**config.mk**
```make
export PLATFORM = sky130hd
export DESIGN_NAME = unaligned_access_splitter
export DESIGN_NICKNAME = d
export VERILOG_FILES = /design/src/rtl/uas_pkg.sv /design/src/rtl/uas_datapath.sv /design/src/rtl/uas_ctrl.sv /design/src/rtl/unaligned_access_splitter.sv
export SDC_FILE = /design/constraint.sdc
export NUM_CORES = 1
export LEC_CHECK = 0
export CAP_MARGIN = 0
export CORE_UTILIZATION = 44
export CTS_CLUSTER_SIZE = 40
export DETAILED_ROUTE_END_ITERATION = 12
export MAX_ROUTING_LAYER = met4
export PLACE_DENSITY = 0.78
export SETUP_SLACK_MARGIN = 0.4
export SLEW_MARGIN = 40
export SYNTH_ARGS = -nofsm -noshare
export SYNTH_HDL_FRONTEND = slang
export SYNTH_SLANG_ARGS = --single-unit
```
**constraint.sdc**
```tcl
create_clock -name clk -period 1.45 [get_ports clk]
set_input_delay 0.145 -clock clk [delete_from_list [all_inputs] [get_ports clk]]
set_output_delay 0.145 -clock clk [all_outputs]
set_load 0.03 [all_outputs]
```
**src/rtl/uas_pkg.sv**
```systemverilog
package uas_pkg;

  localparam int LANES  = 4;
  localparam int DATA_W = 8 * LANES;

  typedef enum logic [2:0] {
    ST_IDLE,
    ST_FIRST,
    ST_SECOND,
    ST_DONE,
    ST_DEBUG
  } uas_state_e;

  // strobes from control to datapath
  typedef struct packed {
    logic loadReq;   // capture the incoming request
    logic takeLo;    // capture lanes of the first cycle
    logic takeHi;    // capture lanes of the second cycle
    logic useHi;     // drive the second cycle
  } uas_strobe_t;

endpackage

```
**src/rtl/uas_datapath.sv**
```systemverilog
module uas_datapath
  import uas_pkg::*;
#(
  parameter int          ADDR_W     = 16,
  parameter logic [ADDR_W-1:0] DEBUG_PORT = '1
) (
  input  logic                clk,
  input  logic                rstN,
  input  uas_strobe_t         strobe,
  input  logic [ADDR_W-1:0]   reqAddr,
  input  logic [1:0]          reqSize,
  input  logic                reqWrite,
  input  logic                reqIo,
  input  logic [DATA_W-1:0]   reqWdata,
  input  logic                busClaimed,
  input  logic [DATA_W-1:0]   busRdata,
  output logic                reqIsDebug,
  output logic                isSplit,
  output logic [ADDR_W-1:0]   busAddr,
  output logic [LANES-1:0]    busBe,
  output logic [DATA_W-1:0]   busWdata,
  output logic [1:0]          busType,
  output logic [DATA_W-1:0]   readResult,
  output logic [7:0]          dbgChar
);

  localparam int WIDE_W = 2 * DATA_W;

  logic [ADDR_W-1:0] addrQ;
  logic [1:0]        sizeQ;
  logic              writeQ;
  logic              ioQ;
  logic [DATA_W-1:0] wdataQ;
  logic [DATA_W-1:0] loQ;
  logic [DATA_W-1:0] hiQ;

  logic [1:0]          offset;
  logic [LANES-1:0]    sizeMask;
  logic [2*LANES-1:0]  spanMask;
  logic [WIDE_W-1:0]   wideWr;
  logic [WIDE_W-1:0]   wideRd;
  logic [DATA_W-1:0]   keepMask;
  logic [ADDR_W-1:0]   baseAddr;
  logic [DATA_W-1:0]   laneIn;

  // debug diversion is decided on the incoming request
  assign reqIsDebug = reqIo && reqWrite && (reqSize == 2'd0) && (reqAddr == DEBUG_PORT);

  always_ff @(posedge clk or negedge rstN) begin
    if (!rstN) begin
      addrQ  <= '0;
      sizeQ  <= '0;
      writeQ <= 1'b0;
      ioQ    <= 1'b0;
      wdataQ <= '0;
    end else if (strobe.loadReq) begin
      addrQ  <= reqAddr;
      sizeQ  <= reqSize;
      writeQ <= reqWrite;
      ioQ    <= reqIo;
      wdataQ <= reqWdata;
    end
  end

  assign laneIn = busClaimed ? busRdata : '1;

  always_ff @(posedge clk or negedge rstN) begin
    if (!rstN) begin
      loQ <= '0;
      hiQ <= '0;
    end else begin
      if (strobe.takeLo) loQ <= laneIn;
      if (strobe.takeHi) hiQ <= laneIn;
    end
  end

  assign offset = addrQ[1:0];

  always_comb begin
    case (sizeQ)
      2'd0:    begin sizeMask = 4'b0001; keepMask = DATA_W'(32'h0000_00FF); end
      2'd1:    begin sizeMask = 4'b0011; keepMask = DATA_W'(32'h0000_FFFF); end
      default: begin sizeMask = 4'b1111; keepMask = '1; end
    endcase
  end

  assign spanMask = {{LANES{1'b0}}, sizeMask} << offset;
  assign isSplit  = |spanMask[2*LANES-1:LANES];

  assign baseAddr = {addrQ[ADDR_W-1:2], 2'b00};
  assign wideWr   = {{DATA_W{1'b0}}, wdataQ} << {offset, 3'b000};
  assign wideRd   = {hiQ, loQ} >> {offset, 3'b000};

  assign busAddr    = strobe.useHi ? baseAddr + ADDR_W'(LANES) : baseAddr;
  assign busBe      = strobe.useHi ? spanMask[2*LANES-1:LANES] : spanMask[LANES-1:0];
  assign busWdata   = strobe.useHi ? wideWr[WIDE_W-1:DATA_W] : wideWr[DATA_W-1:0];
  assign busType    = {~ioQ, writeQ};
  assign readResult = wideRd[DATA_W-1:0] & keepMask;
  assign dbgChar    = wdataQ[7:0];

  // enables of an issued cycle never extend past the access size
  a_r2_be_in_span: assert property (@(posedge clk) disable iff (!rstN)
    (strobe.loadReq == 1'b0 && busBe != '0) |-> ($countones(busBe) <= $countones(sizeMask)));

endmodule

```
**src/rtl/uas_ctrl.sv**
```systemverilog
module uas_ctrl
  import uas_pkg::*;
(
  input  logic        clk,
  input  logic        rstN,
  input  logic        reqValid,
  input  logic        reqIsDebug,
  input  logic        isSplit,
  input  logic        busAck,
  output logic        reqReady,
  output logic        busValid,
  output logic        doneValid,
  output logic        dbgValid,
  output uas_strobe_t strobe
);

  uas_state_e state, stateNext;

  always_ff @(posedge clk or negedge rstN) begin
    if (!rstN) state <= ST_IDLE;
    else       state <= stateNext;
  end

  always_comb begin
    stateNext = state;
    strobe    = '0;
    reqReady  = 1'b0;
    busValid  = 1'b0;
    doneValid = 1'b0;
    dbgValid  = 1'b0;
    case (state)
      ST_IDLE: begin
        reqReady = 1'b1;
        if (reqValid) begin
          strobe.loadReq = 1'b1;
          stateNext = reqIsDebug ? ST_DEBUG : ST_FIRST;
        end
      end
      ST_FIRST: begin
        busValid = 1'b1;
        if (busAck) begin
          strobe.takeLo = 1'b1;
          stateNext = isSplit ? ST_SECOND : ST_DONE;
        end
      end
      ST_SECOND: begin
        busValid     = 1'b1;
        strobe.useHi = 1'b1;
        if (busAck) begin
          strobe.takeHi = 1'b1;
          stateNext = ST_DONE;
        end
      end
      ST_DONE: begin
        doneValid = 1'b1;
        stateNext = ST_IDLE;
      end
      ST_DEBUG: begin
        doneValid = 1'b1;
        dbgValid  = 1'b1;
        stateNext = ST_IDLE;
      end
      default: stateNext = ST_IDLE;
    endcase
  end

  // completion is a single-cycle pulse
  a_r9_done_pulse: assert property (@(posedge clk) disable iff (!rstN)
    doneValid |=> !doneValid);

  // no request is taken while a bus cycle is open
  a_r1_busy_not_ready: assert property (@(posedge clk) disable iff (!rstN)
    busValid |-> !reqReady);

endmodule

```
**src/rtl/unaligned_access_splitter.sv**
```systemverilog
module unaligned_access_splitter
  import uas_pkg::*;
#(
  parameter int          ADDR_W     = 16,
  parameter logic [ADDR_W-1:0] DEBUG_PORT = '1
) (
  input  logic              clk,
  input  logic              rstN,
  input  logic              reqValid,
  output logic              reqReady,
  input  logic [ADDR_W-1:0] reqAddr,
  input  logic [1:0]        reqSize,
  input  logic              reqWrite,
  input  logic              reqIo,
  input  logic [31:0]       reqWdata,
  output logic              doneValid,
  output logic [31:0]       doneRdata,
  output logic              busValid,
  output logic [1:0]        busType,
  output logic [ADDR_W-1:0] busAddr,
  output logic [3:0]        busBe,
  output logic [31:0]       busWdata,
  input  logic              busAck,
  input  logic              busClaimed,
  input  logic [31:0]       busRdata,
  output logic              dbgValid,
  output logic [7:0]        dbgChar
);

  uas_strobe_t strobe;
  logic        reqIsDebug;
  logic        isSplit;

  uas_ctrl u_ctrl (
    .clk        (clk),
    .rstN       (rstN),
    .reqValid   (reqValid),
    .reqIsDebug (reqIsDebug),
    .isSplit    (isSplit),
    .busAck     (busAck),
    .reqReady   (reqReady),
    .busValid   (busValid),
    .doneValid  (doneValid),
    .dbgValid   (dbgValid),
    .strobe     (strobe)
  );

  uas_datapath #(
    .ADDR_W     (ADDR_W),
    .DEBUG_PORT (DEBUG_PORT)
  ) u_datapath (
    .clk        (clk),
    .rstN       (rstN),
    .strobe     (strobe),
    .reqAddr    (reqAddr),
    .reqSize    (reqSize),
    .reqWrite   (reqWrite),
    .reqIo      (reqIo),
    .reqWdata   (reqWdata),
    .busClaimed (busClaimed),
    .busRdata   (busRdata),
    .reqIsDebug (reqIsDebug),
    .isSplit    (isSplit),
    .busAddr    (busAddr),
    .busBe      (busBe),
    .busWdata   (busWdata),
    .busType    (busType),
    .readResult (doneRdata),
    .dbgChar    (dbgChar)
  );

  // an open cycle holds everything until acknowledged
  a_r8_hold_until_ack: assert property (@(posedge clk) disable iff (!rstN)
    (busValid && !busAck) |=> (busValid && $stable(busAddr) && $stable(busBe)
                               && $stable(busWdata) && $stable(busType)));

  // bus addresses are dword aligned and a cycle enables some lane
  a_r2_aligned: assert property (@(posedge clk) disable iff (!rstN)
    busValid |-> (busAddr[1:0] == 2'b00 && busBe != 4'b0000));

  // the debug strobe follows acceptance directly, with no bus cycle
  a_r10_debug_direct: assert property (@(posedge clk) disable iff (!rstN)
    dbgValid |-> ($past(reqValid && reqReady) && !busValid && doneValid));

endmodule

```
==> key figures, run 1 <==
Yosys
  – Post-synth EDFFs: 0
  – Top_reg_cell synth: dfrtp_1
  – Yosys top cell area share: 0.426
  – Ys async rst share: 1.00
  – Mux share of post-synthesis cell area: 0.235
  – Post-synthesis cell type count: 45
  – Syn avg cell area: 10.6 µm²
  – Sequential share of the synthesized area: 0.426
  – Post-synthesis simple-gate area fraction: 0.153
  – Synth Area in Compound Gates: 0.102
  – Yosys warning count: 0
  – Synth top area cells: dfrtp_1 43%, mux4_2 11%, mux2_1 8.5%
  – Largest family of logic cells by synthesized area: multiplexers
  – Adder-Cell Fraction of Synth Area: 0.00192
  – Top post-synthesis cells by count: 111 x dfrtp_1, 72 x nor2_1, 67 x a21oi_1
  – Netlist Area Pre-Place: 0.00652 mm²
  – Most frequent cell after synthesis: dfrtp_1
  – Synth Area in XOR/XNOR: 0.0175
  – Synth area leader: dfrtp_1
  – Syn Inst Count: 615
  – Yosys reg bits: 111

Layout
  – Final net count: 1051
  – Fin area: 0.0131 mm²
  – Final cell count without fillers: 1156
  – Final Util: 0.903
  – Layout cell share with drive strength beyond 1: 0.654
  – Area Growth Syn to Fin: 101%
  – Filler Cell Count: 481

Floorplanning
  – Die Y: around 120 µm
  – Starting density of the core: 0.450
  – Row count: 44
  – Die Span X: 124 µm
  – I/O pin cnt: 187
  – CORE AREA: between 0.01 and 0.015 mm²
  – Die Area: around 0.015 mm²

Clock tree
  – Later-pin clock latency in the skew report: 0.38 ns
  – CTS tree: done
  – CTS HTree Levels: 3
  – CTS clk-pin slew, worst paths: 0.09 ns
  – CTS buffer count: 9
  – Clock sink total: 111
  – CTS root buf: clkbuf_16
  – CTS Buffer Depth: 2

Global routing
  – Global-route wire length before repair: between 40000 and 50000 µm
  – Largest net degree at the start of global routing: 45
  – Vias in the first global route: ~7000
  – Gr ovfl total: 0
  – Gr usage total: 0.395
  – Antenna violations before repair: 4

Routing
  – Top Metal Used: met4
  – DR WL met3: 5680 µm
  – Initial DRC count: 916
  – Detailed-route wire length: roughly 40000 µm
  – DR vias/cell: 6.84
  – Detail Route Antenna Nets: 0
  – Post-Route M1 WL: ~13000 µm
  – Via count: 7903
  – # DRC: 0
  – WL/cell: approximately 35 µm
  – Drt first pass iters: 9
  – Routed wl met2: 18000 µm

Power
  – Clk pwr share: 0.067
  – P_int: 21.1 mW
  – PwrDens: 3110 mW/mm²
  – Part of the power in registers: 0.168
  – Leak: ~5.4 nW
  – Combinational Power Share: 0.765
  – Net Sw Frac: 0.480
  – Worst vdd ir: 2.17 mV
  – Switching power total: around 20 mW

Critical path
  – Setup crit start kind: flop
  – Flop2flop setup slack: -0.70 ns
  – Worst Path Arrival: 2.34 ns
  – Critical Path Sink Type: output port
  – Critical R2R Launch: u_ctrl.state[0]
  – FF-to-FF path depth: 8
  – CP max FO: 4
  – Worst setup path class: reg -> out
  – Critical Path RT: 1.31 ns
  – R2r endpoint: u_datapath.addrQ[13]

Run status
  – Outcome: finished with violations
  – Failing checks: negative setup slack

Place
  – Cells after DPL: 1016
  – GP Congestion: ~0.9
  – Post-placement cell area: 0.0100 mm²
  – IO Port Bufs: between 150 and 200
  – HPWL Detailed: 14500 µm

STA
  – Final worst path period share: 1.72
  – Final Setup Violations: 196
  – RSZ-0062 raised after global routing: yes
  – Final setup margin: -1.04 ns
  – Achievable Freq: 402 MHz
  – Hold slack: around 0.21 ns
  – Final Hold Viols: 0
  – Post-route clock skew: ~0.012 ns
  – Fin. max-slew vios: 0
  – Minimum clock period: between 2 and 2.5 ns

Min path
  – Hold Path Class: in -> async

Run
  – Maximum Capacitance Violations: 0
stage by stage:
step	total power, mW	setup WS, ns	TNS, ns
finish	40.6	-1.04	-116.23
global route	41.4	-1.09	-120.05
CTS	34.1	-0.742	-92.28
detailed placement	26.9	-0.621	-64.19
global placement	26.4	-0.588	-59.94
floorplan	20.5	-0.328	-18.90
layout make-up:
type                       instances  area (µm²)  share of cell area
multi-input combinational        432        5010               0.383
timing repair buffer             396        4690               0.359
sequential                       111        2790               0.214
tap                              184         230              0.0176
clock buffer                       9         225              0.0172
clock inverter                     7        72.6             0.00555
inverter                          11        41.3             0.00316
antenna                            6        15.0             0.00115
critical path, cell delays in order, from the launching register on:
cell and delay [ns]:
dfrtp_2 0.47, buf_6 0.14, and4bb_2 0.38, nand4_1 0.24, nor2_2 0.30, xor2_2 0.27, buf_6 0.17
layout by cell type, fill, tap and decap left out, types with 12 or more instances in the layout:
master,netlist,final
buf_6,4,153
dfrtp_1,111,103
clkdlybuf4s50_1,0,87
buf_4,20,82
mux2_4,0,55
nor2_1,72,53
a21oi_2,0,42
buf_12,0,33
mux4_2,32,32
nor2b_1,32,24
and2_4,1,20
buf_8,0,17
clkbuf_16,0,15
a21oi_1,67,14
buf_16,0,13
nor2_2,1,12
cells by family after synthesis:
family,after synthesis
AOI/OAI and AO/OA,118
xor gates and xnor gates,13
adders and majority gates,1
buffers and inverters,74
DFF,111
muxes,105
other,1
and+or+nand+nor,192
how the worst max path moves through the flow:
stage                                   start                    end  slack [ns]  depth (start not counted)
after floorplan               u_ctrl.state[0]  u_datapath.wdataQ[14]       -0.33                          6
after global placement    u_datapath.addrQ[0]          doneRdata[22]       -0.59                          4
after detailed placement  u_datapath.addrQ[0]          doneRdata[27]       -0.62                          4
after CTS                     u_ctrl.state[0]            busAddr[15]       -0.74                          6
after global routing          u_ctrl.state[0]            busAddr[14]       -1.09                          6
final                         u_ctrl.state[0]            busAddr[14]       -1.04                          6
sequential cells by signal, indices dropped and copies added (netlist names):
name and cells:
u_ctrl.state 3, u_datapath.addrQ 16, u_datapath.hiQ 24, u_datapath.ioQ 1
u_datapath.loQ 32, u_datapath.sizeQ 2, u_datapath.wdataQ 32, u_datapath.writeQ 1
power groups by stage:
stage	registers, mW	clock network (mW)	logic, mW
2_1_floorplan	5.72	0	14.8
3_3_place_gp	5.91	0	20.5
3_5_place_dp	6.04	0	20.8
4_1_cts	6.09	2.62	25.4
5_1_grt	6.76	2.86	31.8
6_report	6.81	2.73	31.1
metal layers:
layer  up-vias  track usage
met2       872        0.647
li1       2884            -
met5         -            -
met3       321        0.103
met4         0        0.197
met1      3826        0.449
repair_timing:
item                       in CTS  in global routing
cloned                         13                  9
pin swaps                      31                 42
hold endpoints to repair       89                  0
gates resized for setup       367                260
buffers inserted               52                 43
hold buffers                    1                  0
setup endpoints to repair     207                207
Power figures use the tool's default switching activity.
==> run 2: changes to the inputs <==
--- a/config.mk
+++ b/config.mk
@@ -6,11 +6,10 @@
 export NUM_CORES = 1
 export LEC_CHECK = 0
 export CAP_MARGIN = 0
-export CORE_UTILIZATION = 44
+export CORE_UTILIZATION = 25
 export CTS_CLUSTER_SIZE = 40
 export DETAILED_ROUTE_END_ITERATION = 12
 export MAX_ROUTING_LAYER = met4
-export PLACE_DENSITY = 0.78
 export SETUP_SLACK_MARGIN = 0.4
 export SLEW_MARGIN = 40
 export SYNTH_ARGS = -nofsm -noshare
==> constraint.sdc (replaced) <==
create_clock -name clk -period 2.74 [get_ports clk]
set_input_delay 0.274 -clock clk [delete_from_list [all_inputs] [get_ports clk]]
set_output_delay 0.274 -clock clk [all_outputs]
set_load 0.03 [all_outputs]
==> run 2 against run 1 <==
The flow now finishes without violations. First-iteration DRC count down 68%. Non-clock buffer count decreased by 171. Final cell count down 2.7%. Sequential cell count unchanged. Register-to-register slack improved by 1.4 ns. Final area decreased by 31%. Global-route usage fell by 25 points.
==> key figures, run 2 (synthesis gave the netlist of run 1 again) <==
Power
  – Combinational Power Share: 0.652 (-0.113)
  – Part of the power in registers: 0.243 (+0.075)
  – Clk pwr share: 0.105 (+0.038)
  – Worst vdd ir: 0.755 mV (-65%)
  – P_int: 6.88 mW (-67%)
  – Leak: 3.58 nW (-34%)
  – Net Sw Frac: 0.475 (-0.00431)
  – Switching power total: 6.23 mW (-68%)
  – PwrDens: 1450 mW/mm² (-53%)

Routing
  – Detail Route Antenna Nets: 0 (unchanged)
  – WL/cell: 16.9 µm (-51%)
  – Via count: 5203 (-34%)
  – # DRC: 0 (unchanged)
  – DR vias/cell: 4.62 (-32%)
  – Detailed-route wire length: 19000 µm (-53%)
  – Drt first pass iters: 4 (-5)
  – Initial DRC count: 292 (-68%)

Clock tree
  – CTS HTree Levels: 3 (unchanged)
  – CTS root buf: clkbuf_16
  – Clock sink total: 111 (unchanged)
  – Later-pin clock latency in the skew report: 0.35 ns (-0.03 ns)
  – CTS tree: done
  – CTS clk-pin slew, worst paths: 0.08 ns (about the same)
  – CTS buffer count: 9 (unchanged)
  – CTS Buffer Depth: 2 (unchanged)

Floorplanning
  – Die Span X: 163 µm (+32%)
  – Starting density of the core: 0.257 (-0.194)
  – Die Area: 0.0267 mm² (+75%)
  – Row count: 58 (+32%)
  – I/O pin cnt: 187 (unchanged)
  – CORE AREA: 0.0254 mm² (+75%)
  – Die Y: 163 µm (+32%)

Layout
  – Layout cell share with drive strength beyond 1: 0.247 (-0.407)
  – Commonest non-fill, non-tap cell in the layout: dfrtp_1
  – Final cell count without fillers: 1125 (-2.7%)
  – Final net count: 879 (-16%)
  – Area Growth Syn to Fin: 38.8%
  – Most frequent cells in the layout: 107 x dfrtp_1, 99 x clkdlybuf4s50_1, 70 x nor2_1
  – Regs by FF count: u_datapath.loQ x32, u_datapath.wdataQ x32, u_datapath.hiQ x24
  – Filler Cell Count: 2608 (+440%)

Critical path
  – CP max FO: 6 (+2)
  – Critical Path RT: 2.47 ns (+1.16 ns)
  – Buffers and inverters on the worst path: 5 (+3)
  – Crit-path most repeated cell: buf_6
  – Crit path cell chain: buf_6, buf_12, buf_6, buf_6, mux4_2, and2_4, buf_6
  – Worst Path Arrival: 2.11 ns (-0.23 ns)
  – CP top delay family: buffers and inverters
  – Setup crit start kind: flop
  – Slowest cell delay on critical path: 0.54 ns (+0.07 ns)
  – Worst setup path class: reg -> out
  – Highest-delay cell along the critical path: dfrtp_4
  – Critical Path Sink Type: output port

STA
  – Final Setup Violations: 0 (-100%)
  – Final Hold Viols: 0 (unchanged)
  – TNS Setup: 0 ns (+116.23 ns)
  – Minimum clock period: 2.38 ns
  – Achievable Freq: 419 MHz
  – Post-route clock skew: 0.0111 ns (-0.00129 ns)
  – Final worst path period share: 0.870
  – Max-slew headroom: 0.488
  – Fin. max-slew vios: 0 (unchanged)
  – RSZ-0062 raised after global routing: yes
  – Slew @ Worst Pin: between 0.7 and 0.8 ns

Place
  – GP Congestion: 0.801 (-9.2%)
  – Cells after DPL: 1086 (+6.9%)
  – HPWL Detailed: 13600 µm (-5.9%)
  – IO Port Bufs: 184 (unchanged)

Global routing
  – Global-route wire length before repair: 29300 µm (-31%)
  – Vias in the first global route: 5058 (-29%)
  – Gr usage total: 0.148 (-0.248)
  – Gr ovfl total: 0 (unchanged)
  – Largest net degree at the start of global routing: 70 (+56%)
  – Antenna violations before repair: 1 (-3)

Run status
  – Outcome: complete, no violations

Min path
  – Hold Path Class: in -> async

Run
  – Maximum Capacitance Violations: 0 (unchanged)
[run 2: cell types whose count changed in the layout (fill, tap and decap cells not counted), sizes merged, moves of 2 or more]
cell | previous run | this run
clkdlybuf4s15 | 0 | 8
dlymetal6s2s | 0 | 2
buf | 301 | 76
diode | 6 | 1
clkbuf | 15 | 34
dlygate4sd2 | 0 | 13
inv | 12 | 14
clkdlybuf4s50 | 87 | 99
clkinv | 4 | 1
[run 2: worst reg2reg max path, cell delays in order (launching register included)]
cell and delay (ns):
dfrtp_2 0.45, nor3b_4 0.26, buf_4 0.19, buf_16 0.19, and2_2 0.19, buf_4 0.42, nor2_1 0.11, a21oi_1 0.15
[run 2: timing repair]
item,CTS,global route
buffers inserted,10,9
hold buffers,1,0
pin swaps,0,2
resized for setup,221,133
gates cloned,1,1
setup endpoints to repair,82,60
hold endpoints to repair,34,0
[run 2: worst paths after layout]
| check | startpoint | end | slack, ns | depth (start not counted) |
|---|---|---|---|---|
| worst min-delay path | rstN | u_datapath.hiQ[0] | 0.42 | 2 |
| worst max register to register | u_ctrl.state[0] | u_datapath.hiQ[6] | 0.70 | 7 |
| worst min register to register | u_datapath.writeQ | u_datapath.writeQ | 0.51 | 1 |
| max in group asynchronous | rstN | u_datapath.addrQ[0] | 1.58 | 3 |
| worst max-delay path | u_datapath.addrQ[0] | doneRdata[25] | 0.36 | 7 |
| min in group clk | busRdata[25] | u_datapath.loQ[25] | 0.46 | 3 |
[run 2: metal layers]
layer | up-vias | track usage | share of wire
li1 | 2536 | - | -
met1 | 2563 | 0.194 | 0.46
met2 | 93 | 0.233 | 0.48
met3 | 11 | 0.0279 | 0.042
met4 | 0 | 0.0379 | 0.011
met5 | - | - | 0
[run 2: power by group through the flow]
stage	Sequential (mW)	Clock [mW]	Combinational, mW
after CTS	3.19	1.43	8.37
after floorplan	2.89	0	5.84
final	3.19	1.38	8.55
after global routing	3.32	1.48	9.13
after global placement	3.23	0	8.66
after detailed placement	3.26	0	8.71
[run 2: metrics by stage]
step	hold WS [ns]	setup WS, ns	power (mW)	instance area, µm²	utilization
2_1_floorplan	-0.0216	0.685	8.73	6520	-
3_3_place_gp	0.269	0.273	11.9	8690	0.342
3_5_place_dp	0.278	0.269	12.0	8690	0.342
4_1_cts	0.430	0.124	13.0	9000	0.354
5_1_grt	0.465	0.307	13.9	9050	0.356
6_report	0.425	0.355	13.1	9050	0.356
[run 2: area by class of cell]
| class | instances | area (µm²) | share of cell area |
|---|---|---|---|
| timing repair buffer | 225 | 2110 | 0.233 |
| inverter | 11 | 41.3 | 0.00456 |
| sequential | 111 | 2790 | 0.308 |
| antenna | 1 | 2.50 | 0.000277 |
| tap | 330 | 413 | 0.0456 |
| clock buffer | 9 | 225 | 0.0249 |
| multi-input combinational | 431 | 3400 | 0.375 |
| clock inverter | 7 | 76.3 | 0.00843 |
==> run 3: changes to the inputs <==
--- a/config.mk
+++ b/config.mk
@@ -6,7 +6,9 @@
 export NUM_CORES = 1
 export LEC_CHECK = 0
 export CAP_MARGIN = 0
+export CORE_ASPECT_RATIO = 0.7
 export CORE_UTILIZATION = 25
+export CTS_CLUSTER_DIAMETER = 40
 export CTS_CLUSTER_SIZE = 40
 export DETAILED_ROUTE_END_ITERATION = 12
 export MAX_ROUTING_LAYER = met4
==> run 3 against run 2 <==
First-iteration DRC count decreased by 11%. Sequential share of layout area increased by 0.31 points. Global-route usage increased by 0.56 points. Register-to-register slack about the same. Largest cell class unchanged. Via count increased by 1.6%. Setup slack improved by 0.060 ns. Final area decreased by 1.0%. Final cell count decreased by 0.62%. Maximum frequency increased by 2.6%. Combinational power decreased by 2%.
==> key figures, run 3 (synthesis gave the netlist of run 1 again) <==
Run status
  – Outcome: complete, no violations

Run
  – Maximum Capacitance Violations: 0 (unchanged)

Global routing
  – Global-route wire length before repair: 30100 µm (+2.8%)
  – Vias in the first global route: 5074 (+0.32%)
  – Gr ovfl total: 0 (unchanged)
  – Largest net degree at the start of global routing: 65 (-7.1%)
  – Antenna violations before repair: 0 (-1)
  – Gr usage total: 0.153 (+0.00561)

Floorplanning
  – I/O pin cnt: 187 (unchanged)
  – Die Y: 137 µm (-16%)
  – Starting density of the core: 0.254 (-0.00228)
  – Die Area: 0.0267 mm² (about the same)
  – CORE AREA: 0.0256 mm² (+0.90%)
  – Die Span X: 195 µm (+19%)
  – Row count: 49 (-16%)

Clock tree
  – CTS tree: done
  – Later-pin clock latency in the skew report: 0.36 ns (about the same)
  – CTS clk-pin slew, worst paths: 0.07 ns (about the same)
  – CTS Buffer Depth: 2 (unchanged)
  – Clock sink total: 111 (unchanged)
  – CTS buffer count: 9 (unchanged)
  – CTS HTree Levels: 3 (unchanged)
  – CTS root buf: clkbuf_16

Routing
  – Initial DRC count: 261 (-11%)
  – Detail Route Antenna Nets: 0 (unchanged)
  – Drt first pass iters: 5 (+1)
  – Via count: 5286 (+1.6%)
  – Detailed-route wire length: 20000 µm (+5.0%)
  – WL/cell: 17.9 µm (+5.7%)
  – # DRC: 0 (unchanged)
  – DR vias/cell: 4.73 (+2.2%)

Power
  – Switching power total: 6.26 mW (+0.34%)
  – P_int: 6.79 mW (-1.3%)
  – Combinational Power Share: 0.645 (-0.007)
  – Net Sw Frac: 0.479 (+0.00404)
  – PwrDens: 1460 mW/mm² (+0.51%)
  – Leak: 3.54 nW (-1.0%)
  – Clk pwr share: 0.108 (+0.003)
  – Worst vdd ir: 0.843 mV (+12%)
  – Part of the power in registers: 0.246 (+0.003)

Critical path
  – Worst setup path class: reg -> out
  – Setup crit start kind: flop
  – Critical Path Sink Type: output port
  – Highest-delay cell along the critical path: dfrtp_4
  – Critical Path RT: 2.47 ns (about the same)
  – Slowest cell delay on critical path: 0.52 ns (-0.02 ns)
  – Worst Path Arrival: 2.05 ns (-0.06 ns)
  – Buffers and inverters on the worst path: 3 (-2)
  – Crit path cell chain: buf_4, buf_16, mux4_2, and2_1, buf_2
  – CP max FO: 10 (+4)
  – CP top delay family: flip-flops

Layout
  – Area Growth Syn to Fin: 37.4%
  – Final cell count without fillers: 1118 (-0.62%)
  – ANT cells: 0 (-1)
  – Layout cell share with drive strength beyond 1: 0.227 (-0.0194)
  – Final net count: 872 (-0.80%)
  – Most frequent cells in the layout: 107 x dfrtp_1, 99 x clkdlybuf4s50_1, 71 x nor2_1
  – Regs by FF count: u_datapath.loQ x32, u_datapath.wdataQ x32, u_datapath.hiQ x24
  – Commonest non-fill, non-tap cell in the layout: dfrtp_1

STA
  – Achievable Freq: 430 MHz (+2.6%)
  – Post-route clock skew: 0.00794 ns (-0.00316 ns)
  – Final worst path period share: 0.848 (-0.0220)
  – RSZ-0062 raised after global routing: yes
  – Slew @ Worst Pin: 0.597 ns (-0.171 ns)
  – Final Setup Violations: 0 (unchanged)
  – TNS Setup: 0 ns (unchanged)
  – Final Hold Viols: 0 (unchanged)
  – Minimum clock period: 2.32 ns (-0.0603 ns)
  – Max-slew headroom: 0.602 (+0.114)
  – Fin. max-slew vios: 0 (unchanged)

Place
  – GP Congestion: 0.766 (-4.3%)
  – IO Port Bufs: 184 (unchanged)
  – Cells after DPL: 1083 (-0.28%)
  – HPWL Detailed: 13200 µm (-3.0%)

Min path
  – Hold Path Class: in -> async
-- run 3: cell count changes in the layout (fill, tap and decap cells not counted), moves of 4 or more --
cell,previous run,this run
buf_4,29,24
clkbuf_2,22,16
buf_6,9,4
buf_12,11,7
clkdlybuf4s15_2,7,2
buf_16,1,5
buf_2,24,40
-- run 3: area by class of cell --
| class | count | area [µm²] |
|---|---|---|
| Timing Repair Buffer | 218 | 2040 |
| Fill cell | 2604 | 16700 |
| Clock inverter | 4 | 70.1 |
| Inverter | 11 | 41.3 |
| Multi-Input combinational cell | 431 | 3370 |
| Tap cell | 331 | 414 |
| Sequential cell | 111 | 2790 |
| Clock buffer | 12 | 236 |
-- run 3: power groups by stage --
stage / clock network, mW / registers, mW / logic (mW)
after floorplan: 0 / 2.89 / 5.84
after global placement: 0 / 3.24 / 8.56
after detailed placement: 0 / 3.27 / 8.61
after CTS: 1.48 / 3.20 / 8.45
after global routing: 1.55 / 3.34 / 8.99
final: 1.41 / 3.22 / 8.42
-- run 3: stage by stage --
step	utilization	power, mW	setup slack, ns	area, µm²	hold slack [ns]
floorplan	-	8.73	0.685	6520	-0.0216
global placement	0.337	11.8	0.300	8630	0.326
detailed placement	0.337	11.9	0.274	8630	0.332
CTS	0.351	13.1	0.259	8990	0.452
global route	0.350	13.9	0.323	8960	0.473
finish	0.350	13.0	0.416	8960	0.467
-- run 3: routing by layer --
metal	routed length, µm	share of wire	track usage
met1	9870	0.49	0.214
met2	8830	0.44	0.220
met3	1160	0.058	0.0392
met4	131	0.0066	0.0376
met5	0	0	-
-- run 3: path summary, 6_finish.rpt --
check / cells after the start / slack (ns) / start / end
setup / recovery: 5 / 0.42 / u_datapath.addrQ[0] / doneRdata[29]
hold / removal: 2 / 0.47 / rstN / u_datapath.hiQ[17]
setup reg to reg: 5 / 0.70 / u_ctrl.state[2] / u_datapath.wdataQ[9]
hold reg to reg: 1 / 0.49 / u_datapath.writeQ / u_datapath.writeQ
max in group asynchronous: 3 / 1.52 / rstN / u_ctrl.state[0]
min in group clk: 3 / 0.47 / busRdata[26] / u_datapath.loQ[26]
-- run 3: what timing repair did --
item,CTS,global route
endpoints found under the hold margin,42,0
resized for setup,253,87
hold buffers,1,0
endpoints found under the setup margin,83,54
buffers inserted,8,4
cloned,3,3
pin swaps,0,1
